## config.mk

```make
export PLATFORM = sky130hd
export DESIGN_NAME = psd_divider
export DESIGN_NICKNAME = d
export VERILOG_FILES = /design/src/rtl/psd_pkg.sv /design/src/rtl/psd_prescaler.sv /design/src/rtl/psd_swallow.sv /design/src/rtl/psd_cfg.sv /design/src/rtl/psd_divider.sv
export SDC_FILE = /design/constraint.sdc
export NUM_CORES = 1
export LEC_CHECK = 0
export ABC_AREA = 0
export BUFFER_PORTS_ARGS = -buffer_cell sky130_fd_sc_hd__buf_2
export CAP_MARGIN = 20
export CORE_MARGIN = 2
export CORE_UTILIZATION = 43
export DETAILED_ROUTE_END_ITERATION = 8
export PLACE_DENSITY = 0.65
export SKIP_LAST_GASP = 1
export SYNTH_ARGS = -nofsm -noshare
export SYNTH_HDL_FRONTEND = slang
export SYNTH_SLANG_ARGS = --single-unit
```

## constraint.sdc

```tcl
create_clock -name clk -period 4.2 [get_ports clk]
set_input_delay 1.26 -clock clk [delete_from_list [all_inputs] [get_ports clk]]
set_output_delay 1.26 -clock clk [all_outputs]
set_load 0.02 [all_outputs]
```

## src/rtl/psd_pkg.sv

```systemverilog
package psd_pkg;

    localparam int A_W     = 6;
    localparam int B_W     = 11;
    localparam int PC_W    = 7;
    localparam int MAX_MOD = 65;

    typedef struct packed {
        logic [A_W-1:0] a;
        logic [B_W-1:0] b;
        logic           sel;
    } psd_cfg_t;

    function automatic logic [PC_W-1:0] base_mod(input logic high_band, input logic sel);
        if (!high_band) return sel ? PC_W'(16) : PC_W'(8);
        else            return sel ? PC_W'(32) : PC_W'(64);
    endfunction

    function automatic logic [B_W-1:0] fix_b(input logic [B_W-1:0] b);
        return (b == '0) ? B_W'(1) : b;
    endfunction

endpackage

```

## src/rtl/psd_prescaler.sv

```systemverilog
module psd_prescaler
    import psd_pkg::*;
#(
    parameter bit HIGH_BAND = 1'b0
) (
    input  logic            clk,
    input  logic            rst,
    input  logic            sel,
    input  logic            mod_ctl,
    output logic [PC_W-1:0] pcnt,
    output logic            pre_tick
);

    logic [PC_W-1:0] limit;

    always_comb begin
        limit    = base_mod(HIGH_BAND, sel) + PC_W'(mod_ctl);
        pre_tick = (pcnt == limit - PC_W'(1));
    end

    always_ff @(posedge clk) begin
        if (rst)           pcnt <= '0;
        else if (pre_tick) pcnt <= '0;
        else               pcnt <= pcnt + PC_W'(1);
    end

endmodule

```

## src/rtl/psd_swallow.sv

```systemverilog
module psd_swallow
    import psd_pkg::*;
(
    input  logic           clk,
    input  logic           rst,
    input  logic           pre_tick,
    input  logic [A_W-1:0] nxt_a,
    input  logic [B_W-1:0] nxt_b,
    output logic           mod_ctl,
    output logic           cyc_end
);

    logic [A_W-1:0] a_rem;
    logic [B_W-1:0] b_rem;

    always_comb begin
        mod_ctl = (a_rem != '0);
        cyc_end = pre_tick && (b_rem == B_W'(1));
    end

    always_ff @(posedge clk) begin
        if (rst) begin
            a_rem <= '0;
            b_rem <= B_W'(1);
        end else if (pre_tick) begin
            if (b_rem == B_W'(1)) begin
                a_rem <= nxt_a;
                b_rem <= nxt_b;
            end else begin
                b_rem <= b_rem - B_W'(1);
                if (a_rem != '0) a_rem <= a_rem - A_W'(1);
            end
        end
    end

endmodule

```

## src/rtl/psd_cfg.sv

```systemverilog
module psd_cfg
    import psd_pkg::*;
(
    input  logic           clk,
    input  logic           rst,
    input  logic           ld,
    input  logic [A_W-1:0] a_in,
    input  logic [B_W-1:0] b_in,
    input  logic           sel_in,
    input  logic           cyc_end,
    output psd_cfg_t       pend,
    output logic           act_sel,
    output logic           cfg_err
);

    logic [B_W-1:0] b_fixed;
    logic           bad_pair;

    always_comb begin
        b_fixed  = fix_b(b_in);
        bad_pair = {{(B_W-A_W){1'b0}}, a_in} > b_fixed;
    end

    always_ff @(posedge clk) begin
        if (rst) begin
            pend    <= '{a: '0, b: B_W'(1), sel: 1'b0};
            cfg_err <= 1'b0;
        end else if (ld) begin
            pend    <= '{a: a_in, b: b_fixed, sel: sel_in};
            cfg_err <= bad_pair;
        end
    end

    always_ff @(posedge clk) begin
        if (rst)          act_sel <= 1'b0;
        else if (cyc_end) act_sel <= pend.sel;
    end

endmodule

```

## src/rtl/psd_divider.sv

```systemverilog
module psd_divider
    import psd_pkg::*;
#(
    parameter bit HIGH_BAND = 1'b0
) (
    input  logic           clk,
    input  logic           rst,
    input  logic           ld,
    input  logic [A_W-1:0] a_in,
    input  logic [B_W-1:0] b_in,
    input  logic           sel_in,
    output logic           out_pulse,
    output logic           cfg_err
);

    psd_cfg_t        pend;
    logic            act_sel;
    logic            mod_ctl;
    logic            pre_tick;
    logic            cyc_end;
    logic [PC_W-1:0] pcnt;

    psd_cfg u_cfg (
        .clk     (clk),
        .rst     (rst),
        .ld      (ld),
        .a_in    (a_in),
        .b_in    (b_in),
        .sel_in  (sel_in),
        .cyc_end (cyc_end),
        .pend    (pend),
        .act_sel (act_sel),
        .cfg_err (cfg_err)
    );

    psd_prescaler #(.HIGH_BAND(HIGH_BAND)) u_pre (
        .clk      (clk),
        .rst      (rst),
        .sel      (act_sel),
        .mod_ctl  (mod_ctl),
        .pcnt     (pcnt),
        .pre_tick (pre_tick)
    );

    psd_swallow u_swl (
        .clk      (clk),
        .rst      (rst),
        .pre_tick (pre_tick),
        .nxt_a    (pend.a),
        .nxt_b    (pend.b),
        .mod_ctl  (mod_ctl),
        .cyc_end  (cyc_end)
    );

    assign out_pulse = cyc_end;

endmodule

```

==> flow_summary_export.csv <==
group,metric,value,unit
outcome,status,"complete, no violations",
logic_synthesis,yosys.area.top_type,"dfxtp_1",
critical_path,critical_path_class,"flop to output port",
clock_network,clk_latency,300,ps
sta,final.setup.worst_slack,475,ps
routing,first_iter_violations,80,
critical_path,ff2ff_path_depth,10,
sta,slew_headroom,51.6,%
clock_network,clk_path_buf_depth,2,
min_path,hold_end,"u_cfg.cfg_err$_SDFFE_PP0P_",
sta,hold_viol,0,
critical_path,crit_fanout,11,
final_layout,fin_util,48.5,%
die,die-area,6180,um^2
clock_network,htreeDepth,2,
logic_synthesis,yosys.cell_count.top_type,"dfxtp_1",
final_layout,antennaDiodeCount,0,
sta,fin_crit,3730,ps
sta,setup_viol,0,
critical_path,regToRegEndpoint,"u_swl.b_rem[0]$_SDFFE_PP1P_",
min_path,whs_path_depth,2,
clock_network,clk_pin_slew,80,ps
die,initial_utilization,44.0,%
clock_network,cts_sinks,44,
sta,worst_pin_slew,726,ps
critical_path,cpPeakStageDelay,480,ps
critical_path,cp_num_buf_inv,2,
critical_path,crit_arrival,2470,ps
final_layout,fillers,509,
routing,met2WireLength,2350,um
critical_path,r2r-start,"u_swl.a_rem[5]$_SDFFE_PP0P_",
logic_synthesis,synth.top_cells.by_count,"dfxtp_1, nor2_1, a21oi_1",
power_and_ir_drop,peakVddDrop,160,uV
die,fp.dieW,78.6,um
die,die_y,78.6,um
routing,drcViolationCount,0,
global_route,grt_pass1_wl,9300,um
min_path,min-delay-path-class,"flop to flop",
place,dp_slack,809,ps
routing,vias,2047,
die,core-area,5440,um^2
critical_path,end_kind,"output port",
logic_synthesis,ys_seq_elements,44,
sta,rsz0062_at_grt,"false",
clock_network,ctsResizeCount,0,
sta,holdWs,483,ps
critical_path,critPathRequiredTime,2940,ps
global_route,antenna_found_initial,0,
routing,ant_nets,0,
logic_synthesis,synth.top_cell.area_share,36.8,%
logic_synthesis,seq_area_frac_synth,36.8,%
critical_path,startpoint_type,"flop",
logic_synthesis,ys.flop_type,"dfxtp_1",
logic_synthesis,synth_warnings,0,
final_layout,fin_area,2640,um^2
final_layout,area_growth,10.2,%
final_layout,nNetsFinal,322,
sta,fmax,0.268,GHz
routing,drt-total-wl,5230,um
sta,tns,0,ps
die,io_pins,23,
clock_network,cts_tree,"done",
clock_network,cts_buffers,5,
logic_synthesis,netlist_top_cells_area,"dfxtp_1, mux2i_1, ha_1",
final_layout,drive_above_1_share,15.5,%
logic_synthesis,synth-edff-count,0,
place,placed_cell_area,2550,um^2
sta,maxSlewViolCount,0,
place,gp_congestion,0.870,
power_and_ir_drop,powerDensity,334,nW/um^2
routing,avgViaCountPerCell,5.65,
routing,drtPass1Iterations,4,
job,drv_cap,0,
power_and_ir_drop,leakage,0.00112,uW
routing,wirelength_met1,2510,um
global_route,grtUsageTotal,18.6,%
clock_network,hold_buffers,0,
sta,final.period_utilization,88.7,%
die,fp-row-count,27,
global_route,grt_pass1_vias,1979,
logic_synthesis,synthArstFlopShare,0,%
global_route,grt-ovfl-total,0,
logic_synthesis,syn_nets,303,
global_route,grt_max_degree,41,
critical_path,crit_family,"simple AND/OR/NAND/NOR gates",
routing,highest_layer,"met4",
place,dp_hpwl,3810,um
logic_synthesis,synthCells,270,
logic_synthesis,avgSynthCellArea,8.87,um^2
critical_path,path_cells,"nor4_2 > nand2_1 > ha_1 > xor2_1 > nor4_1 > buf_4 > o21ai_2 > nor2_1 > buf_2",
routing,route.met3.wl,288,um
routing,wl_per_cell,14.4,um
sta,finClkSkew,6.29,ps
min_path,min_from,"u_cfg.cfg_err$_SDFFE_PP0P_",
logic_synthesis,yosys.cell_types.count,50,
logic_synthesis,syn-cell-area,2390,um^2
place,portBuffers,22,
clock_network,cts-root-buf,"clkbuf_8",
critical_path,r2r_slack,1470,ps
clock_network,cts_setup_buffers,0,
critical_path,cp_slowest_cell,"nor4_2",
==> cell type report <==
type	instances	area [um^2]	share of cell area (%)
Tap cell	72	90.1	3.41
Timing Repair Buffer	26	140	5.31
Sequential cell	44	881	33.4
Inverter	13	48.8	1.85
Clock inverter	1	7.51	0.284
Clock buffer	7	86.3	3.27
Multi-Input combinational cell	199	1390	52.5
==> worst reg2reg max path: cells and delay by family, from the launching register on <==
| kind | cells | cell delay, ps |
|---|---|---|
| AO/OA/AOI/OAI | 2 | 300 |
| XOR/XNOR | 1 | 150 |
| adder cells (fa/ha/maj) | 1 | 290 |
| buffers and inverters | 2 | 420 |
| flip-flops | 1 | 330 |
| AND/OR/NAND/NOR | 4 | 1130 |
==> placed cells by master, fill, tap and decap left out, types with 2 or more instances in the layout <==
| master | synthesis | final |
|---|---|---|
| dfxtp_1 | 44 | 44 |
| o31ai_1 | 6 | 6 |
| nor2b_1 | 3 | 3 |
| nor3_1 | 4 | 4 |
| buf_2 | 3 | 22 |
| nor4_1 | 4 | 4 |
| nand4_1 | 7 | 7 |
| nand3_1 | 11 | 11 |
| or3_1 | 3 | 3 |
| or4_1 | 2 | 2 |
| xnor2_1 | 3 | 3 |
| nor2_1 | 33 | 33 |
| a21oi_1 | 18 | 18 |
| clkbuf_8 | 0 | 6 |
| xor2_1 | 4 | 4 |
| o21a_1 | 4 | 4 |
| a211oi_1 | 2 | 2 |
| nand2_1 | 11 | 11 |
| inv_1 | 13 | 13 |
| ha_1 | 12 | 12 |
| o41ai_1 | 6 | 6 |
| mux2_2 | 5 | 5 |
| o21ai_0 | 14 | 14 |
| mux2i_1 | 17 | 17 |
| buf_4 | 2 | 4 |
| o211ai_1 | 2 | 2 |
| nand2b_1 | 5 | 5 |
| and3_1 | 3 | 3 |
==> sequential cells by signal (all words and copies together), names as in the netlist <==
signal         cells
u_cfg.act_sel      1
u_cfg.cfg_err      1
u_cfg.pend        18
u_pre.pcnt         7
u_swl.a_rem        6
u_swl.b_rem       11
==> cells by family (layout without fill, tap and decap cells) <==
| family | Yosys count | count (layout) | share of synthesized area [%] |
|---|---|---|---|
| compound gates | 66 | 66 | 19.0 |
| xor+xnor | 7 | 7 | 2.56 |
| fa+ha+maj | 12 | 12 | 6.27 |
| buf+inv | 27 | 47 | 5.33 |
| flops | 44 | 44 | 36.8 |
| mux | 22 | 22 | 9.46 |
| simple gates | 92 | 92 | 20.6 |
==> metrics by stage <==
stage,power [uW],std cells
6_report,883,362
4_1_cts,894,362
3_5_place_dp,613,354
3_3_place_gp,612,354
2_1_floorplan,574,270
5_1_grt,930,362
==> worst max path at each step <==
stage                                      startpoint        end  depth (start not counted)
final                     u_swl.a_rem[5]$_SDFFE_PP0P_  out_pulse                          9
after CTS                 u_swl.a_rem[5]$_SDFFE_PP0P_  out_pulse                          9
after floorplan           u_swl.a_rem[5]$_SDFFE_PP0P_  out_pulse                          8
after global placement    u_swl.a_rem[3]$_SDFFE_PP0P_  out_pulse                          9
after global routing      u_swl.a_rem[5]$_SDFFE_PP0P_  out_pulse                          9
after detailed placement  u_swl.a_rem[3]$_SDFFE_PP0P_  out_pulse                          9
==> power breakdown <==
| group | switching [uW] | internal [uW] | leakage, uW | total (uW) |
|---|---|---|---|---|
| logic | 86.8 | 64.4 | 0.000713 | 151 |
| registers | 17.5 | 435 | 0.000359 | 452 |
| clock network | 146 | 134 | 0.0000445 | 280 |
| total | 250 | 633 | 0.00112 | 883 |
==> routing by layer <==
metal,GRT usage [%],up-vias
met2,29.2,58
met3,4.37,9
met1,24.9,954
li1,-,1026
met4,6.67,0
met5,0,-
(Power assumes the default switching activity.)
